$ cat src/rtl/spi_regs_pkg.sv
package spi_regs_pkg;
  localparam int BUS_W  = 32;
  localparam int ADDR_W = 6;
  localparam int IRQ_N  = 4;

  localparam logic [ADDR_W-1:0] A_SOFTRST = 6'h10;
  localparam logic [ADDR_W-1:0] A_IRQ_EN  = 6'h20;
  localparam logic [ADDR_W-1:0] A_IRQ_PND = 6'h21;
  localparam logic [ADDR_W-1:0] A_IRQ_SRC = 6'h22;
  localparam logic [ADDR_W-1:0] A_SYNC_ID = 6'h30;
  localparam logic [ADDR_W-1:0] A_CMD_ROOM = 6'h34;
  localparam logic [ADDR_W-1:0] A_TX_ROOM  = 6'h35;
  localparam logic [ADDR_W-1:0] A_RX_LEVEL = 6'h36;
  localparam logic [ADDR_W-1:0] A_CMD_PUSH = 6'h38;
  localparam logic [ADDR_W-1:0] A_TX_PUSH  = 6'h39;
  localparam logic [ADDR_W-1:0] A_RX_POP   = 6'h3A;
  localparam logic [ADDR_W-1:0] A_RX_PEEK  = 6'h3B;

  localparam int IRQ_CMD_LOW = 0;
  localparam int IRQ_TX_LOW  = 1;
  localparam int IRQ_RX_HIGH = 2;
  localparam int IRQ_SYNC    = 3;
endpackage

$ cat src/rtl/sreg_fifo.sv
module sreg_fifo #(
  parameter int W     = 32,
  parameter int DEPTH = 16,
  localparam int AW   = $clog2(DEPTH),
  localparam int CW   = $clog2(DEPTH + 1)
) (
  input  logic          clk,
  input  logic          rst,
  input  logic          flush,
  input  logic          push,
  input  logic [W-1:0]  wdata,
  input  logic          pop,
  output logic [W-1:0]  rdata,
  output logic          empty,
  output logic          full,
  output logic [CW-1:0] count
);
  logic [W-1:0]  mem [DEPTH];
  logic [AW-1:0] wr_ptr, rd_ptr;
  logic          push_ok, pop_ok;

  assign empty   = (count == '0);
  assign full    = (count == CW'(DEPTH));
  assign push_ok = push && !full && !flush;
  assign pop_ok  = pop && !empty && !flush;
  assign rdata   = mem[rd_ptr];

  always_ff @(posedge clk) begin
    if (push_ok) mem[wr_ptr] <= wdata;
  end

  always_ff @(posedge clk) begin
    if (rst || flush) begin
      wr_ptr <= '0;
      rd_ptr <= '0;
      count  <= '0;
    end else begin
      if (push_ok) wr_ptr <= (wr_ptr == AW'(DEPTH - 1)) ? '0 : wr_ptr + 1'b1;
      if (pop_ok)  rd_ptr <= (rd_ptr == AW'(DEPTH - 1)) ? '0 : rd_ptr + 1'b1;
      case ({push_ok, pop_ok})
        2'b10:   count <= count + 1'b1;
        2'b01:   count <= count - 1'b1;
        default: count <= count;
      endcase
    end
  end

  // occupancy never exceeds the depth
  p_count_bound_r3: assert property (@(posedge clk) disable iff (rst)
    count <= CW'(DEPTH));
  // a push into a full FIFO without a pop leaves the level unchanged
  p_full_drop_r3: assert property (@(posedge clk) disable iff (rst)
    (full && push && !pop && !flush) |=> $stable(count));
  // a read strobe on an empty FIFO does not change the level
  p_empty_pop_r4: assert property (@(posedge clk) disable iff (rst)
    (empty && pop && !push) |=> (count == '0));
endmodule

$ cat src/rtl/spi_irq_ctrl.sv
module spi_irq_ctrl #(
  parameter int N = 4
) (
  input  logic         clk,
  input  logic         rst,
  input  logic [N-1:0] set_i,
  input  logic         clr_wr,
  input  logic [N-1:0] clr_mask,
  input  logic         en_wr,
  input  logic [N-1:0] en_data,
  output logic [N-1:0] pend,
  output logic [N-1:0] en,
  output logic         irq
);
  logic [N-1:0] clr_eff;

  assign clr_eff = clr_wr ? clr_mask : '0;

  always_ff @(posedge clk) begin
    if (rst) begin
      pend <= '0;
      en   <= '0;
      irq  <= 1'b0;
    end else begin
      pend <= (pend & ~clr_eff) | set_i;
      if (en_wr) en <= en_data;
      irq  <= |(pend & en);
    end
  end

  // hardware set wins over a simultaneous clear
  p_set_wins_r7: assert property (@(posedge clk) disable iff (rst)
    (|set_i) |=> ((pend & $past(set_i)) == $past(set_i)));
  // cleared bits without a concurrent set read as zero
  p_clear_r7: assert property (@(posedge clk) disable iff (rst)
    clr_wr |=> ((pend & $past(clr_mask & ~set_i)) == '0));
  // with all enables off the line stays low on the next cycle
  p_irq_off_r9: assert property (@(posedge clk) disable iff (rst)
    (en == '0) |=> !irq);
endmodule

$ cat src/rtl/spi_ctl_regfile.sv
module spi_ctl_regfile
  import spi_regs_pkg::*;
#(
  parameter int CMD_DEPTH = 16,
  parameter int TX_DEPTH  = 16,
  parameter int RX_DEPTH  = 16,
  parameter int CMD_W     = 16,
  parameter int ID_W      = 8,
  parameter int CMD_AE    = CMD_DEPTH / 4,
  parameter int TX_AE     = TX_DEPTH / 4,
  parameter int RX_AF     = (RX_DEPTH * 3) / 4
) (
  input  logic              clk,
  input  logic              rst,
  input  logic              bus_wr,
  input  logic              bus_rd,
  input  logic [ADDR_W-1:0] bus_addr,
  input  logic [BUS_W-1:0]  bus_wdata,
  output logic [BUS_W-1:0]  bus_rdata,
  output logic              bus_rvalid,
  output logic              irq,
  output logic              eng_reset,
  output logic              cmd_valid,
  input  logic              cmd_rd,
  output logic [CMD_W-1:0]  cmd_data,
  output logic              tx_valid,
  input  logic              tx_rd,
  output logic [BUS_W-1:0]  tx_data,
  output logic              rx_ready,
  input  logic              rx_wr,
  input  logic [BUS_W-1:0]  rx_wdata,
  input  logic              sync_evt,
  input  logic [ID_W-1:0]   sync_id
);
  localparam int CMD_CW = $clog2(CMD_DEPTH + 1);
  localparam int TX_CW  = $clog2(TX_DEPTH + 1);
  localparam int RX_CW  = $clog2(RX_DEPTH + 1);

  logic              eng_rst_q;
  logic [ID_W-1:0]   sync_q;
  logic              cmd_empty, cmd_full, tx_empty, tx_full, rx_empty, rx_full;
  logic [CMD_CW-1:0] cmd_cnt;
  logic [TX_CW-1:0]  tx_cnt;
  logic [RX_CW-1:0]  rx_cnt;
  logic [BUS_W-1:0]  rx_head;
  logic              cmd_push, tx_push, rx_pop;
  logic [IRQ_N-1:0]  irq_set, pend, en;

  assign eng_reset = eng_rst_q;
  assign cmd_push  = bus_wr && (bus_addr == A_CMD_PUSH);
  assign tx_push   = bus_wr && (bus_addr == A_TX_PUSH);
  assign rx_pop    = bus_rd && (bus_addr == A_RX_POP);
  assign cmd_valid = !cmd_empty;
  assign tx_valid  = !tx_empty;
  assign rx_ready  = !rx_full && !eng_rst_q;

  sreg_fifo #(.W(CMD_W), .DEPTH(CMD_DEPTH)) u_cmd_fifo (
    .clk(clk), .rst(rst), .flush(eng_rst_q),
    .push(cmd_push), .wdata(bus_wdata[CMD_W-1:0]),
    .pop(cmd_rd), .rdata(cmd_data),
    .empty(cmd_empty), .full(cmd_full), .count(cmd_cnt));

  sreg_fifo #(.W(BUS_W), .DEPTH(TX_DEPTH)) u_tx_fifo (
    .clk(clk), .rst(rst), .flush(eng_rst_q),
    .push(tx_push), .wdata(bus_wdata),
    .pop(tx_rd), .rdata(tx_data),
    .empty(tx_empty), .full(tx_full), .count(tx_cnt));

  sreg_fifo #(.W(BUS_W), .DEPTH(RX_DEPTH)) u_rx_fifo (
    .clk(clk), .rst(rst), .flush(eng_rst_q),
    .push(rx_wr), .wdata(rx_wdata),
    .pop(rx_pop), .rdata(rx_head),
    .empty(rx_empty), .full(rx_full), .count(rx_cnt));

  assign irq_set[IRQ_CMD_LOW] = (cmd_cnt <= CMD_CW'(CMD_AE));
  assign irq_set[IRQ_TX_LOW]  = (tx_cnt <= TX_CW'(TX_AE));
  assign irq_set[IRQ_RX_HIGH] = (rx_cnt >= RX_CW'(RX_AF));
  assign irq_set[IRQ_SYNC]    = sync_evt;

  spi_irq_ctrl #(.N(IRQ_N)) u_irq (
    .clk(clk), .rst(rst), .set_i(irq_set),
    .clr_wr(bus_wr && (bus_addr == A_IRQ_PND)),
    .clr_mask(bus_wdata[IRQ_N-1:0]),
    .en_wr(bus_wr && (bus_addr == A_IRQ_EN)),
    .en_data(bus_wdata[IRQ_N-1:0]),
    .pend(pend), .en(en), .irq(irq));

  always_ff @(posedge clk) begin
    if (rst) begin
      eng_rst_q <= 1'b1;
      sync_q    <= '0;
    end else begin
      if (bus_wr && (bus_addr == A_SOFTRST)) eng_rst_q <= bus_wdata[0];
      if (sync_evt) sync_q <= sync_id;
    end
  end

  always_ff @(posedge clk) begin
    if (rst) begin
      bus_rvalid <= 1'b0;
      bus_rdata  <= '0;
    end else begin
      bus_rvalid <= bus_rd;
      if (bus_rd) begin
        case (bus_addr)
          A_SOFTRST:  bus_rdata <= BUS_W'(eng_rst_q);
          A_IRQ_EN:   bus_rdata <= BUS_W'(en);
          A_IRQ_PND:  bus_rdata <= BUS_W'(pend);
          A_IRQ_SRC:  bus_rdata <= BUS_W'(pend & en);
          A_SYNC_ID:  bus_rdata <= BUS_W'(sync_q);
          A_CMD_ROOM: bus_rdata <= BUS_W'(CMD_CW'(CMD_DEPTH) - cmd_cnt);
          A_TX_ROOM:  bus_rdata <= BUS_W'(TX_CW'(TX_DEPTH) - tx_cnt);
          A_RX_LEVEL: bus_rdata <= BUS_W'(rx_cnt);
          A_RX_POP,
          A_RX_PEEK:  bus_rdata <= rx_empty ? '0 : rx_head;
          default:    bus_rdata <= '0;
        endcase
      end
    end
  end

  // soft reset leaves every FIFO empty on the following cycle
  p_softrst_flush_r2: assert property (@(posedge clk) disable iff (rst)
    eng_rst_q |=> (cmd_cnt == '0 && tx_cnt == '0 && rx_cnt == '0));
  // a peek read does not change the receive level
  p_peek_keeps_r5: assert property (@(posedge clk) disable iff (rst)
    (bus_rd && bus_addr == A_RX_PEEK && !rx_wr) |=> $stable(rx_cnt));
  // the sync identifier is captured on the event
  p_sync_latch_r10: assert property (@(posedge clk) disable iff (rst)
    sync_evt |=> (sync_q == $past(sync_id) && pend[IRQ_SYNC]));
  // every read strobe is answered on the next cycle
  p_rvalid_r11: assert property (@(posedge clk) disable iff (rst)
    bus_rd |=> bus_rvalid);
endmodule

$ cat config.mk
export PLATFORM = sky130hd
export DESIGN_NAME = spi_ctl_regfile
export DESIGN_NICKNAME = d
export VERILOG_FILES = /design/src/rtl/spi_regs_pkg.sv /design/src/rtl/sreg_fifo.sv /design/src/rtl/spi_irq_ctrl.sv /design/src/rtl/spi_ctl_regfile.sv
export SDC_FILE = /design/constraint.sdc
export NUM_CORES = 1
export LEC_CHECK = 0
export BUFFER_PORTS_ARGS = -buffer_cell sky130_fd_sc_hd__buf_4
export CAP_MARGIN = 40
export CORE_ASPECT_RATIO = 0.6
export CORE_UTILIZATION = 40
export CTS_CLUSTER_SIZE = 28
export DETAILED_ROUTE_END_ITERATION = 8
export MAX_ROUTING_LAYER = met4
export PLACE_DENSITY_LB_ADDON = 0.08
export SLEW_MARGIN = 20
export SYNTH_ARGS = -nofsm -noshare
export SYNTH_HDL_FRONTEND = slang
export SYNTH_SLANG_ARGS = --single-unit
$ cat constraint.sdc
create_clock -name clk -period 7.8 [get_ports clk]
set_input_delay 1.56 -clock clk [delete_from_list [all_inputs] [get_ports clk]]
set_output_delay 1.56 -clock clk [all_outputs]
set_load 0.02 [all_outputs]
==> impl_metrics.toml <==
[outcome]
status = "completed"

[grt]
grt_use_total = 0.2000
antenna_found_initial = 8
grt_pass1_wl_mm = 187.0
gr-total-overflow = 0
grt_max_degree = 93
grt_pass1_vias = 26370

[routing]
vias = 25430
drc = 0
drt-pass1-iter-count = 5
wirelength_mm = 129.5
drtIter0Drc = 2245
ant_nets = 0
vias_per_cell = 5.529
wire_per_inst_um = 28.15

[synthesis]
synth-edff-count = 1280
yosys.area.top_type = "edfxtp_1"
yosys.area_share.xor_xnor = 0.002952
synthMuxAreaShare = 0.1719
synth.cell_area_um2 = 53410
synthesis.nets = 2562
synth_compound_gate_area_share = 0.01532
netlist_instances = 2444
synth_top_family_by_area = "multiplexers"
synth_top_area_frac = 0.7197
ys_types = 66
ys_ff_latch = 1382
yosysWarnings = 0
synthSimpleGateAreaFrac = 0.03010
synthAdderAreaFrac = 0.007497
synth_area_leaders = "edfxtp_1 72%, mux4_2 17%, dfxtp_1 3.8%"
synth_flop_cell = "edfxtp_1"
async_flop_share = 0
avgSynthCellArea_um2 = 21.85
ys_seq_area_frac = 0.7579

[layout]
final_common_cell = "edfxtp_1"
n_fill_cell = 10980
drive_gt1_frac = 0.3161
layout_common_cells = "1280 x edfxtp_1, 397 x mux4_2, 234 x buf_4"
syn_to_final_growth_pct = 14.85
nets = 2817

[timing]
finalCriticalPeriod_ns = 5.137
worst_slew_pin_slew_ns = 0.9913
fin_setup_tns_ns = 0
clock.fmax_mhz = 194.7
hold_viol_final = 0
finalClockSkew_ns = 0.02337
post-route-period-util = 0.6586
setup_violations = 0
slew_violations = 0
rsz0062_at_grt = "no"
slew_headroom = 0.3391
hold_ws_ns = 0.4684

[cts]
cts_sinks = 1382
cts.path.max_buffers = 3
cts_buffers = 135
hold_buffers = 0
cts_root_buf = "clkbuf_16"
ctsResizeCount = 0
clk_latency_ns = 0.75
path_clk_slew_ns = 0.06
tritoncts = "yes"
h-tree-depth = 4
post_cts_buffers = 0

[setup_path]
crit_path_max_incr_delay_ns = 0.79
crit_family = "multiplexers"
worstSetupStartpointType = "register"
arrival_ns = 3.58
crit_slowest_cell = "dfxtp_4"
worstPathRequired_ns = 6.24
cp_cell_sequence = "buf_4, mux4_2, mux4_2, buf_4"
rrSetupSlack_ns = 3.92
critPathCaptureType = "output port"
cp_max_fo = 33
critPathKind = "register to output port"
crit_buf_inv = 2

[die]
coreArea_um2 = 132000
fp.dieW_um = 473.7
ios = 172
initial_core_util = 0.4047
dieArea_um2 = 135000
rows = 103
die_h_um = 285.0

[pwr]
powerDensity_nw_per_um2 = 234.6
clkPwrFrac = 0.427
swShare = 0.2000
power_switching_mw = 2.878
ir_drop_mv = 0.1997
seqPwrFrac = 0.562
leakagePower_nw = 18.90
intPower_mw = 11.51
power_frac_comb = 0.011

[min_path]
worstHoldPathType = "register to register"

[placed_design]
routabilityCongestion = 0.8148
dp_hpwl_mm = 70.88
io_buffer_count = 171

[run]
cap_violations = 0
## power by group through the flow
stage          clock, mW  combinational (mW)  sequential [mW]
2_1_floorplan          0              0.0232             8.25
3_3_place_gp           0               0.148             8.25
3_5_place_dp           0               0.162             8.25
4_1_cts             6.31               0.162             8.09
5_1_grt             6.59               0.178             8.08
6_report            6.14               0.162             8.09
## logic make-up (layout without fill, tap and decap cells)
kind of cell,count (synthesis),in the layout
and+or+nand+nor,303,303
buffers and inverters,166,525
muxes,421,421
other,0,12
xor gates and xnor gates,18,18
DFF,1382,1382
AOI/OAI and AO/OA,122,122
adders and majority gates,32,32
## worst min-delay path, cell delays in order (launching register included)
cell     delay (ns)
dfxtp_1        0.32
nand2_1        0.05
nand3_1        0.06
## state kept, by name, summed over array words and instances (netlist names), 4 cells and up, named ones only
name and flops:
u_tx_fifo.count 5, u_rx_fifo.rd_ptr 4, u_rx_fifo.count 5, u_tx_fifo.wr_ptr 4, u_irq.pend 4, u_tx_fifo.mem 512, sync_q 8, bus_rdata 32
u_cmd_fifo.wr_ptr 4, u_tx_fifo.rd_ptr 4, u_rx_fifo.mem 512, u_rx_fifo.wr_ptr 4, u_irq.en 4, u_cmd_fifo.rd_ptr 4, u_cmd_fifo.mem 256, u_cmd_fifo.count 5
## layout make-up
| class | count | area, um2 | share of cell area |
|---|---|---|---|
| well taps | 1785 | 2233 | 0.03641 |
| clock buffers | 189 | 3739 | 0.06095 |
| diodes | 12 | 30.03 | 0.0004896 |
| inverters | 37 | 138.9 | 0.002264 |
| multi-input cells | 896 | 12340 | 0.2012 |
| clock inverters | 52 | 327.8 | 0.005345 |
| flip-flops and latches | 1382 | 40510 | 0.6604 |
| repair buffers | 247 | 2019 | 0.03292 |
## synth_stat cells (23+ instances only)
cell,count
buf_2,30
a21oi_1,45
clkbuf_1,75
dfxtp_1,102
nor2_1,60
inv_1,34
nor3_1,23
ha_1,32
nand2_1,66
mux2i_1,24
edfxtp_1,1280
nand3_1,34
nand2b_1,34
mux4_2,397
## layer usage
layer  global-route usage  part of all wire  vias up
met2               0.2992              0.47      606
met3              0.03150             0.043      154
li1                     -                 -    10760
met5                    -                 0        -
met4              0.05244             0.020        0
met1               0.2863              0.46    13920
## stage by stage
stage	power (mW)	instance area [um2]	setup slack, ns	cells	util
after floorplan	8.275	53410	1.813	2444	-
after global placement	8.394	57010	3.215	4336	0.4320
after detailed placement	8.408	57180	3.259	4344	0.4333
after CTS	14.56	61240	2.512	4585	0.4641
after global routing	14.85	61320	2.391	4595	0.4647
final	14.39	61340	2.663	4600	0.4648
## final timing paths
| check | start | endpoint | depth (start not counted) |
|---|---|---|---|
| min reg2reg | bus_rdata[25] | bus_rdata[25] | 2 |
| min | bus_rdata[25] | bus_rdata[25] | 2 |
| max reg2reg | u_cmd_fifo.count[0] | u_cmd_fifo.count[4] | 14 |
| max | register | cmd_data[2] | 4 |
Power figures use the tool's default switching activity.
